**src/rtl/int_flag_pkg.sv**
```systemverilog
package int_flag_pkg;

  typedef enum logic [3:0] {
    OP_NONE    = 4'd0,
    OP_ADDSUB  = 4'd1,
    OP_CARRY   = 4'd2,
    OP_MULLO   = 4'd3,
    OP_DIVW    = 4'd4,
    OP_SRAW    = 4'd5,
    OP_CMP     = 4'd6,
    OP_MOVE_TO = 4'd7,
    OP_MOVE_CR = 4'd8
  } flag_op_e;

  typedef struct packed {
    logic so;
    logic ov;
    logic ca;
  } flags_t;

  localparam int FLAG_W = 3;

endpackage

```
**src/rtl/int_flag_next.sv**
```systemverilog
module int_flag_next
  import int_flag_pkg::*;
(
  input  flag_op_e op,
  input  logic     oe,
  input  logic     carry_top,
  input  logic     carry_next,
  input  logic     wide_ovf,
  input  logic     sra_neg,
  input  logic     sra_lost,
  input  flags_t   mt_flags,
  input  flags_t   cur,
  output flags_t   nxt
);

  logic ov_set;
  logic signed_ovf;

  assign signed_ovf = carry_top ^ carry_next;

  always_comb begin
    nxt    = cur;
    ov_set = 1'b0;
    unique case (op)
      OP_ADDSUB: begin
        if (oe) begin
          nxt.ov = signed_ovf;
          ov_set = signed_ovf;
        end
      end
      OP_CARRY: begin
        nxt.ca = carry_top;
        if (oe) begin
          nxt.ov = signed_ovf;
          ov_set = signed_ovf;
        end
      end
      OP_MULLO, OP_DIVW: begin
        if (oe) begin
          nxt.ov = wide_ovf;
          ov_set = wide_ovf;
        end
      end
      OP_SRAW:    nxt.ca = sra_neg & sra_lost;
      OP_MOVE_TO: nxt = mt_flags;
      OP_MOVE_CR: nxt = '0;
      default:    nxt = cur;
    endcase
    if (ov_set) nxt.so = 1'b1;
  end

endmodule

```
**src/rtl/int_cr0_form.sv**
```systemverilog
module int_cr0_form
  import int_flag_pkg::*;
#(
  parameter int XLEN = 32
) (
  input  logic [XLEN-1:0] result,
  input  logic            move_cr,
  input  flags_t          cur,
  input  logic            so_new,
  output logic [3:0]      field
);

  logic is_neg;
  logic is_zero;

  assign is_neg  = result[XLEN-1];
  assign is_zero = (result == '0);

  always_comb begin
    if (move_cr) field = {cur.so, cur.ov, cur.ca, 1'b0};
    else         field = {is_neg, ~is_neg & ~is_zero, is_zero, so_new};
  end

endmodule

```
**src/rtl/int_flag_unit.sv**
```systemverilog
module int_flag_unit
  import int_flag_pkg::*;
#(
  parameter int XLEN  = 32,
  parameter int CNT_W = 7
) (
  input  logic            clk,
  input  logic            rst_n,
  input  logic            in_valid,
  input  logic [3:0]      op,
  input  logic            oe,
  input  logic            rec,
  input  logic [XLEN-1:0] result,
  input  logic            carry_top,
  input  logic            carry_next,
  input  logic            wide_ovf,
  input  logic            sra_neg,
  input  logic            sra_lost,
  input  logic [XLEN-1:0] mt_data,
  output logic [XLEN-1:0] xer_o,
  output logic [3:0]      cr0_o
);

  localparam int RSV_W = XLEN - FLAG_W - CNT_W;

  flag_op_e          op_e;
  flags_t            flags_q, flags_d, mt_flags;
  logic [CNT_W-1:0]  cnt_q;
  logic [3:0]        cr0_q, cr0_d;
  logic              is_move_to, is_move_cr;

  assign op_e       = flag_op_e'(op);
  assign is_move_to = (op_e == OP_MOVE_TO);
  assign is_move_cr = (op_e == OP_MOVE_CR);
  assign mt_flags   = flags_t'(mt_data[XLEN-1 -: FLAG_W]);

  int_flag_next u_next (
    .op         (op_e),
    .oe         (oe),
    .carry_top  (carry_top),
    .carry_next (carry_next),
    .wide_ovf   (wide_ovf),
    .sra_neg    (sra_neg),
    .sra_lost   (sra_lost),
    .mt_flags   (mt_flags),
    .cur        (flags_q),
    .nxt        (flags_d)
  );

  int_cr0_form #(.XLEN(XLEN)) u_cr0 (
    .result  (result),
    .move_cr (is_move_cr),
    .cur     (flags_q),
    .so_new  (flags_d.so),
    .field   (cr0_d)
  );

  always_ff @(posedge clk or negedge rst_n) begin
    if (!rst_n) begin
      flags_q <= '0;
      cnt_q   <= '0;
      cr0_q   <= '0;
    end else if (in_valid) begin
      flags_q <= flags_d;
      if (is_move_to)        cnt_q <= mt_data[CNT_W-1:0];
      if (rec || is_move_cr) cr0_q <= cr0_d;
    end
  end

  assign xer_o = {flags_q, {RSV_W{1'b0}}, cnt_q};
  assign cr0_o = cr0_q;

  // sticky summary overflow survives every op except the two moves
  a_r4_so_sticky: assert property (@(posedge clk) disable iff (!rst_n)
    (xer_o[XLEN-1] && !(in_valid && (is_move_to || is_move_cr))) |=> xer_o[XLEN-1]);

  // compare leaves all flags as they were
  a_r8_cmp_keeps: assert property (@(posedge clk) disable iff (!rst_n)
    (in_valid && op == 4'd6) |=> (xer_o[XLEN-1 -: 3] == $past(xer_o[XLEN-1 -: 3])));

  // move to condition field clears the flags
  a_r10_move_clears: assert property (@(posedge clk) disable iff (!rst_n)
    (in_valid && op == 4'd8) |=> (xer_o[XLEN-1 -: 3] == 3'b000));

  // move-to loads flags literally from the data word
  a_r5_move_literal: assert property (@(posedge clk) disable iff (!rst_n)
    (in_valid && op == 4'd7) |=> (xer_o[XLEN-1 -: 3] == $past(mt_data[XLEN-1 -: 3])));

  // shift of a non-negative operand clears carry
  a_r7_sra_pos: assert property (@(posedge clk) disable iff (!rst_n)
    (in_valid && op == 4'd5 && !sra_neg) |=> !xer_o[XLEN-3]);

  // a recorded result has exactly one of LT/GT/EQ set
  a_r9_cr0_onehot: assert property (@(posedge clk) disable iff (!rst_n)
    (in_valid && rec && op != 4'd8) |=> ($countones(cr0_o[3:1]) == 1));

  // nothing moves without the valid strobe
  a_r11_idle_hold: assert property (@(posedge clk) disable iff (!rst_n)
    !in_valid |=> ($stable(xer_o) && $stable(cr0_o)));

endmodule

```
**config.mk**
```make
export PLATFORM = sky130hd
export DESIGN_NAME = int_flag_unit
export DESIGN_NICKNAME = d
export VERILOG_FILES = /design/src/rtl/int_flag_pkg.sv /design/src/rtl/int_flag_next.sv /design/src/rtl/int_cr0_form.sv /design/src/rtl/int_flag_unit.sv
export SDC_FILE = /design/constraint.sdc
export NUM_CORES = 1
export LEC_CHECK = 0
export BUFFER_PORTS_ARGS = -buffer_cell sky130_fd_sc_hd__buf_2
export CAP_MARGIN = 0
export CORE_ASPECT_RATIO = 1.25
export CORE_MARGIN = 5
export CORE_UTILIZATION = 32
export DETAILED_ROUTE_END_ITERATION = 12
export PLACE_DENSITY = 0.77
export SLEW_MARGIN = 25
export SYNTH_ARGS = -nofsm -noshare
export SYNTH_HDL_FRONTEND = slang
export SYNTH_SLANG_ARGS = --single-unit
```
**constraint.sdc**
```tcl
create_clock -name clk -period 0.9 [get_ports clk]
set_input_delay 0.09 -clock clk [delete_from_list [all_inputs] [get_ports clk]]
set_output_delay 0.09 -clock clk [all_outputs]
set_load 0.01 [all_outputs]
```
==> results of run 1 <==
-- timing repair --
item                       CTS  global route
hold endpoints to repair    14             0
buffers inserted             1             0
resized for setup           35             8
hold buffers                 1             0
setup endpoints to repair   15            16
pin swaps                    8             3
-- worst min path at each step --
stage / start / to / slack, ps / depth (start not counted)
after global placement: rst_n / cnt_q[1] / -2 / 1
after floorplan: rst_n / cnt_q[0] / -210 / 0
final: mt_data[0] / cnt_q[0] / 80 / 2
after CTS: mt_data[0] / cnt_q[0] / 80 / 2
after detailed placement: rst_n / cnt_q[1] / 3 / 1
after global routing: mt_data[0] / cnt_q[0] / 80 / 2
-- cell usage after synthesis (2+ instances only) --
| cell | instances | area, um^2 |
|---|---|---|
| nand4_1 | 3 | 18.8 |
| buf_2 | 4 | 20.0 |
| or3_1 | 2 | 12.5 |
| xnor2_1 | 2 | 17.5 |
| buf_6 | 2 | 22.5 |
| nor3b_1 | 2 | 15.0 |
| nand2b_1 | 2 | 12.5 |
| buf_4 | 22 | 165 |
| o21ai_0 | 6 | 30.0 |
| nor4_1 | 8 | 50.1 |
| mux2_2 | 9 | 101 |
| nor2_1 | 4 | 15.0 |
| dfrtp_1 | 14 | 350 |
| nor3_1 | 3 | 15.0 |
| mux2i_1 | 2 | 20.0 |
| a22o_1 | 2 | 17.5 |
| a31oi_1 | 4 | 25.0 |
| nand2_1 | 5 | 18.8 |
| a21oi_1 | 5 | 25.0 |
-- final cells by class --
class	count	area (um^2)	area share
Clock buffer	4	55.1	0.0302
Inverter	1	3.75	0.00206
Multi-Input combinational cell	97	752	0.412
Sequential cell	14	350	0.192
Tap cell	39	48.8	0.0267
Timing Repair Buffer	90	614	0.337
-- state kept, by name, summed over array words and instances, names as in the netlist --
name,cells
cnt_q,7
cr0_o,4
xer_o,3
-- critical path, delay by kind of cell (launching register included) --
family          cells  cell delay [ps]
flops               1              380
simple gates        1              360
compound gates      2              220
-- metrics by stage --
step                      hold slack, ps  cells  power [mW]
after floorplan                     -206    140        1.30
after global placement             -1.98    239        1.61
after detailed placement            2.93    239        1.64
after CTS                           79.2    245        2.35
after global routing                79.0    245        2.48
final                               82.9    245        2.34
-- cell families (layout without fill, tap and decap cells) --
kind of cell    after synthesis  in the layout  share of synthesized area
xor+xnor                      3              3                     0.0236
compound gates               24             24                      0.146
other cells                   1             22                    0.00336
buf+inv                      29             95                      0.190
mux                          11             11                      0.109
flops                        14             14                      0.314
simple gates                 37             37                      0.214
-- per-layer routing --
layer  vias to the layer above  track usage  wire length [um]
li1                        575            -                 -
met1                       541        0.129              1080
met2                        47        0.244              1750
met3                         2       0.0369               296
met4                         0       0.0276                13
met5                         -            0                 0
-- power breakdown --
| group | switching (mW) | leakage, nW | total (mW) | internal (mW) |
|---|---|---|---|---|
| logic | 0.402 | 0.713 | 0.898 | 0.496 |
| clock network | 0.205 | 0.0288 | 0.591 | 0.386 |
| registers | 0.0827 | 0.168 | 0.849 | 0.766 |
==> results.md, run 1 <==
* CP Capture Point: xer_o[31]
* CP peak stage delay at 380 ps
* Gp weighted congestion at 0.858
* Std-Cell Rows at 24
* CTS clk-pin slew, worst paths at 60 ps
* Antenna Nets Post-Route at 0
* Leak at 0.910 nW
* Commonest cells after routing, fill and taps aside: buf_2 (60), conb_1 (22), buf_4 (16), dfrtp_1 (14)
* Antenna Cells at 0
* Design area at 0.00182 mm^2
* Layout Nets at 285
* Max rail drop VDD at 1340 uV
* Worst setup margin at -140 ps
* EDFF count, synth at 0
* Worst setup path startpoint: xer_o[31]
* Avg Cell Area, Syn at 9.37 um^2
* Via/cell ratio at 4.76
* Initial DRC count at 12
* Root Driver: clkbuf_8
* Failing checks: negative setup slack
* Worst reg-to-reg setup slack at -140 ps
* Place WS at -465 ps
* Sink Count at 14
* CP Class: flip-flop to flip-flop
* Via count at 1165
* Setup TNS at -524 ps
* Crit Path Max Fanout at 3
* Max-cap violations at 0
* Min Tclk post-route at 1040 ps
* Kind of end point of the critical path: flip-flop
* Flops & latches, synth at 14
* Cell area after synthesis at 0.00111 mm^2
* Worst EP required at 1050 ps
* 1st-pass router iterations at 5
* Reg2reg end: xer_o[31]
* GR Overflow Total at 0
* Reg2reg path depth at 3
* FF-to-FF Start: xer_o[31]
* Die width at 62.8 um
* Cts bufs inserted at 3
* First-pass GRT wire length at 5.09 mm
* Fin util at 0.533
* Synth warn at 0
* Area growth syn-to-layout at 63.6%
* Post-DP HPWL at 2.62 mm
* Synth cell types at 37
* Pin count of the biggest net entering global routing at 15
* Register area share after synthesis at 0.314
* Most common cell after layout, fill and taps aside: buf_2
* Starting density of the core at 0.326
* Fill count at 328
* Final Slew Violations at 0
* Crit path arrival time at 1190 ps
* Aggregate global-route resource usage at 0.126
* Routed len/inst at 12.8 um
* DRC at 0
* Slowest library cell on the worst path: dfrtp_1
* Setup violations, final at 6
* Critical-path cell list: a21oi_1 -> or3_1 -> a31oi_1
* H-Tree Depth at 1
* Die Y at 76.0 um
* Dpl cell area at 0.00156 mm^2
* Fmax at 961 MHz
* Clk_lat worst skew at 240 ps
* Status: finished with violations
* Buffers on Ports at 69
* Vias in the first global route at 1180
* IO Count at 114
* Clk buf depth at 2
* Core footprint at 0.00342 mm^2
* HP Class: primary input to flip-flop
* Async set-reset flop share out of synthesis at 1.00
* Dominant synthesized flop cell: dfrtp_1
* Die area at 0.00477 mm^2
* Unrepaired setup endpoints after global routing: true
* Crit path launch type: flip-flop
* Share of cells above drive strength 1 at 0.578
* Initial antenna violation count at 0
* P per Cell Area at 1280 mW/mm^2
* Clk_skew at 3.42 ps
* Tcrit/Tclk final at 1.16
* Hold Violations, Final at 0
* Final WL at 3.14 mm
* Mapped Cells at 119
* CTS tree: done
Power figures use the tool's default switching activity.
==> run 2: changes to the inputs <==
- CORE_ASPECT_RATIO: 1.25 -> default
- PLACE_DENSITY: 0.77 -> 0.86
==> results.md, run 2 (same netlist as run 1, synthesis figures left out) <==
* Vias in the first global route at 1206 (+2.2%)
* Most common cell after layout, fill and taps aside: buf_2
* Largest Register: cnt_q
* Hold Slack at 46.2 ps (-36.7 ps)
* Leak at 0.887 nW (-2.5%)
* Die area at 0.00476 mm^2 (-0.15%)
* Crit path launch type: flip-flop
* Commonest cells after routing, fill and taps aside: buf_2 (63), conb_1 (22), buf_4 (21), dfrtp_1 (14), buf_6 (10)
* Worst setup margin at -160 ps (-19.4 ps)
* Fmax at 943 MHz (-1.8%)
* Max rail drop VDD at 504 uV (-62%)
* P per Cell Area at 1240 mW/mm^2 (-3.6%)
* Crit path arrival time at 1260 ps (+70 ps)
* Cts bufs inserted at 3 (unchanged)
* Pin count of the biggest net entering global routing at 15 (unchanged)
* Std-Cell Rows at 21 (-13%)
* Die Y at 69.0 um (-9.2%)
* Final WL at 3.32 mm (+5.7%)
* Register area at 350 um^2 (unchanged)
* Initial DRC count at 19 (+7)
* Fill count at 304 (-7.3%)
* Sink Count at 14 (unchanged)
* Aggregate global-route resource usage at 0.123 (-0.00299)
* DRC at 0 (unchanged)
* Via/cell ratio at 4.66 (-2.0%)
* Worst EP required at 1100 ps (+50 ps)
* Clk_skew at 4.25 ps (+0.832 ps)
* Gp weighted congestion at 0.894 (+4.2%)
* Hold Violations, Final at 0 (unchanged)
* Area of the multi-input gates at 729 um^2 (-3.0%)
* H-Tree Depth at 1 (unchanged)
* Die width at 69.0 um (+9.9%)
* Core footprint at 0.00336 mm^2 (-1.8%)
* Unrepaired setup endpoints after global routing: true
* IO Count at 114 (unchanged)
* Failing checks: negative setup slack
* Max-cap violations at 0 (unchanged)
* 1st-pass router iterations at 3 (-2)
* Initial antenna violation count at 0 (unchanged)
* Final Slew Violations at 0 (unchanged)
* Antenna Nets Post-Route at 0 (unchanged)
* Status: finished with violations
* Setup violations, final at 7 (+1)
* Buffers on Ports at 69 (unchanged)
* CTS tree: done
* Min Tclk post-route at 1060 ps (+19.4 ps)
* Via count at 1207 (+3.6%)
* Share of cells above drive strength 1 at 0.615 (+0.0374)
* Clk_lat worst skew at 270 ps (+30 ps)
* Kind of end point of the critical path: flip-flop
* Layout Nets at 292 (+2.5%)
* Routed len/inst at 12.8 um (about the same)
* First-pass GRT wire length at 5.02 mm (-1.4%)
* Tcrit/Tclk final at 1.18 (+0.0216)
* Max reg flops at 7 (unchanged)
* Area growth syn-to-layout at 63.3%
* HP Class: primary input to flip-flop
* CTS clk-pin slew, worst paths at 80 ps (+20 ps)
* Clk buf depth at 2 (unchanged)
* Starting density of the core at 0.331 (+0.00582)
* GR Overflow Total at 0 (unchanged)
* Post-DP HPWL at 2.52 mm (-3.7%)
* CP Class: flip-flop to flip-flop
* Root Driver: clkbuf_4
* Antenna Cells at 0 (unchanged)
* Setup TNS at -603 ps (-78.9 ps)
* Crit Path Max Fanout at 3 (unchanged)
[run 2: cell count changes in the layout (fill, tap and decap cells not counted), moves of 3 or more]
cell	previous run	this run
buf_2	60	63
buf_4	16	21
buf_6	7	10
buf_8	3	0
clkbuf_4	0	3
clkbuf_8	4	1
mux2_2	2	9
mux2_4	7	0
[run 2: final cells by class]
type,count,area share
timing repair buffer,97,0.353
inverter,1,0.00206
clock buffer,4,0.0199
sequential,14,0.192
multi-input combinational,97,0.401
tap,46,0.0316
[run 2: metal layers]
layer,wire [um],vias up,GRT usage,part of all wire
met1,1210,560,0.127,0.36
met4,15,0,0.0130,0.0045
met5,0,-,0,0
met3,291,4,0.0436,0.088
met2,1800,56,0.240,0.54
li1,-,587,-,-
[run 2: critical path, cell delays in order (launching register included)]
cell	delay (ps)
dfrtp_1	410
a21oi_1	60
or3_1	380
a31oi_1	140
[run 2: what timing repair did]
| item | 4_1_cts | 5_1_grt |
|---|---|---|
| resized for setup | 14 | 26 |
| pin swaps | 6 | 8 |
| hold buffers | 1 | 0 |
| buffers inserted | 7 | 0 |
| hold endpoints to repair | 14 | 0 |
| endpoints found under the setup margin | 20 | 26 |
| gates cloned | 1 | 0 |
[run 2: final timing paths]
kind | from | to | slack, ps | depth (start not counted)
max | xer_o[31] | xer_o[31] | -160 | 3
min | mt_data[3] | cnt_q[3] | 50 | 2
max reg2reg | xer_o[31] | xer_o[31] | -160 | 3
min reg2reg | cnt_q[6] | cnt_q[6] | 500 | 1
max in group asynchronous | rst_n | cnt_q[3] | 390 | 2
min in group asynchronous | rst_n | xer_o[31] | 260 | 2
[run 2: stage by stage]
step / instance area (um^2) / power, mW / instances / util / setup WS (ps)
floorplan: 1200 / 1.30 / 140 / - / -295
global placement: 1530 / 1.60 / 246 / 0.455 / -432
detailed placement: 1530 / 1.62 / 246 / 0.455 / -472
CTS: 1710 / 2.22 / 259 / 0.509 / -131
global route: 1820 / 2.39 / 259 / 0.541 / -213
finish: 1820 / 2.25 / 259 / 0.541 / -160
[run 2: where the power goes]
part           internal, mW  leakage, nW  total, mW  switching, mW
clock network         0.246       0.0210      0.440          0.194
logic                 0.539        0.698      0.978          0.439
registers             0.763        0.168      0.831         0.0681
==> run 3: changes to the inputs <==
- REMOVE_ABC_BUFFERS: default -> 1
==> results.md, run 3 (same netlist as run 1, synthesis figures left out) <==
* Hold Slack at 40.6 ps (-5.55 ps)
* Tcrit/Tclk final at 1.16 (-0.0163)
* Die Y at 69.0 um (unchanged)
* Register area at 350 um^2 (unchanged)
* Sink Count at 14 (unchanged)
* Antenna Cells at 0 (unchanged)
* Clock power frac at 0.202 (+0.006)
* Crit Path Max Fanout at 3 (unchanged)
* Failing checks: negative setup slack
* Worst setup margin at -145 ps (+14.7 ps)
* Critical-path cell list: a21oi_1 -> or3_1 -> a31oi_1
* GR Util met2 at 0.250 (+0.00953)
* Crit path launch type: flip-flop
* Final Slew Violations at 0 (unchanged)
* 1st-pass router iterations at 4 (+1)
* Reg2reg path depth at 3 (unchanged)
* Psw at 0.684 mW (-2.5%)
* Fill count at 315 (+3.6%)
* Max reg flops at 7 (unchanged)
* Met3 Track Usage GR at 0.0625 (+0.0189)
* Leak at 0.877 nW (-1.1%)
* Max-cap violations at 0 (unchanged)
* IO Count at 114 (unchanged)
* CP Buf/Inv Count at 0 (unchanged)
* Buffers on Ports at 69 (unchanged)
* Kind of end point of the critical path: flip-flop
* Setup violations, final at 11 (+4)
* Slowest library cell on the worst path: dfrtp_1
* Root Driver: clkbuf_4
* Design area at 0.00176 mm^2 (-3.1%)
* Aggregate global-route resource usage at 0.138 (+0.0150)
* CP Class: flip-flop to flip-flop
* Worst EP required at 1100 ps (about the same)
* Dpl cell area at 0.00153 mm^2 (unchanged)
* Vias in the first global route at 1269 (+5.2%)
* Gate power share at 0.415 (-0.020)
* Via/cell ratio at 4.74 (+1.7%)
* Fmax at 957 MHz (+1.4%)
* Share of cells above drive strength 1 at 0.565 (-0.0496)
* Layout Nets at 293 (+0.34%)
* Cell Int Power at 1.51 mW (-2.5%)
* Clk_skew at 2.41 ps (-1.84 ps)
* Post-DP HPWL at 2.63 mm (+4.3%)
* Commonest cells after routing, fill and taps aside: buf_2 (63), buf_4 (24), conb_1 (22), dfrtp_1 (14), mux2_2 (9)
* Sw Ratio at 0.312 (about the same)
* CP peak stage delay at 410 ps (about the same)
* M1 GR Usage at 0.137 (+0.0104)
* Antenna Nets Post-Route at 0 (unchanged)
* Crit path arrival time at 1250 ps (about the same)
* Clk_lat worst skew at 280 ps (about the same)
* Final WL at 3.39 mm (+2.3%)
* Fin util at 0.525 (-0.0167)
* Via count at 1232 (+2.1%)
* WP depth at 3 (unchanged)
* Status: finished with violations
* Max rail drop VDD at 495 uV (-1.8%)
* Hold Violations, Final at 0 (unchanged)
* Clk buf depth at 2 (unchanged)
* First-pass GRT wire length at 5.49 mm (+9.3%)
* Most common cell after layout, fill and taps aside: buf_2
* Initial antenna violation count at 0 (unchanged)
* H-Tree Depth at 1 (unchanged)
* Area growth syn-to-layout at 58.2%
* Largest Register: cnt_q
* Core footprint at 0.00336 mm^2 (unchanged)
* GR Overflow Total at 0 (unchanged)
* DRC at 0 (unchanged)
* Seq pwr share at 0.383 (+0.013)
* Gp weighted congestion at 0.869 (-2.8%)
* Cts bufs inserted at 3 (unchanged)
* Starting density of the core at 0.331 (unchanged)
* P per Cell Area at 1240 mW/mm^2 (+0.58%)
* Busiest grt layer: met2
* Place WS at -457 ps (+15.3 ps)
* Std-Cell Rows at 21 (unchanged)
* Hold path cells at 2 (unchanged)
* Die width at 69.0 um (unchanged)
* CTS tree: done
* HP Class: primary input to flip-flop
* Pin count of the biggest net entering global routing at 15 (unchanged)
* Die area at 0.00476 mm^2 (unchanged)
* Cell family with most CP delay: flip-flops
* Initial DRC count at 23 (+4)
* Min Tclk post-route at 1050 ps (-14.7 ps)
* Area of the multi-input gates at 672 um^2 (-7.9%)
* CTS clk-pin slew, worst paths at 80 ps (about the same)
* Unrepaired setup endpoints after global routing: true
* Routed len/inst at 13.0 um (+1.9%)
-- run 3: power by group through the flow --
stage                     combinational (mW)  sequential, mW  clock (mW)
final                                  0.909           0.841       0.443
after global routing                    1.01           0.856       0.483
after CTS                              0.885           0.836       0.458
after detailed placement               0.766           0.850           0
after global placement                 0.747           0.844           0
after floorplan                        0.266           0.917           0
-- run 3: worst reg2reg max path, cell delays in order (launching register included) --
cell and delay (ps):
dfrtp_1 410, a21oi_1 50, or3_1 370, a31oi_1 140
-- run 3: per-stage QoR --
stage | total power, mW | cells | TNS, ps
CTS | 2.18 | 257 | -595
finish | 2.19 | 260 | -642
global route | 2.34 | 260 | -1400
detailed placement | 1.62 | 246 | -5060
floorplan | 1.18 | 112 | -1830
global placement | 1.59 | 246 | -5020
-- run 3: path summary, 6_finish.rpt --
path                             from         to  slack, ps
min reg2reg                  cnt_q[6]   cnt_q[6]        500
max reg2reg                 xer_o[31]   cr0_o[0]       -150
min                        mt_data[6]   cnt_q[6]         40
max in group asynchronous       rst_n  xer_o[31]        440
min in group asynchronous       rst_n   cr0_o[0]        230
max                         xer_o[31]   cr0_o[0]       -150
-- run 3: layer usage --
layer	routed length [um]	part of all wire
met1	1120	0.33
met2	1870	0.55
met3	327	0.096
met4	83	0.024
met5	0	0
-- run 3: what timing repair did --
action,4_1_cts,5_1_grt
hold buffers,1,0
endpoints found under the setup margin,20,26
pin swaps,5,4
buffers inserted,6,3
hold endpoints to repair,14,0
gates resized for setup,22,8
gates cloned,0,0
-- run 3: area by class of cell --
class                           count  share of cell area
Tap cell                           46              0.0326
Clock buffer                        4              0.0206
Sequential cell                    14               0.199
Multi-Input combinational cell     97               0.381
Timing Repair Buffer               98               0.365
Inverter                            1             0.00213
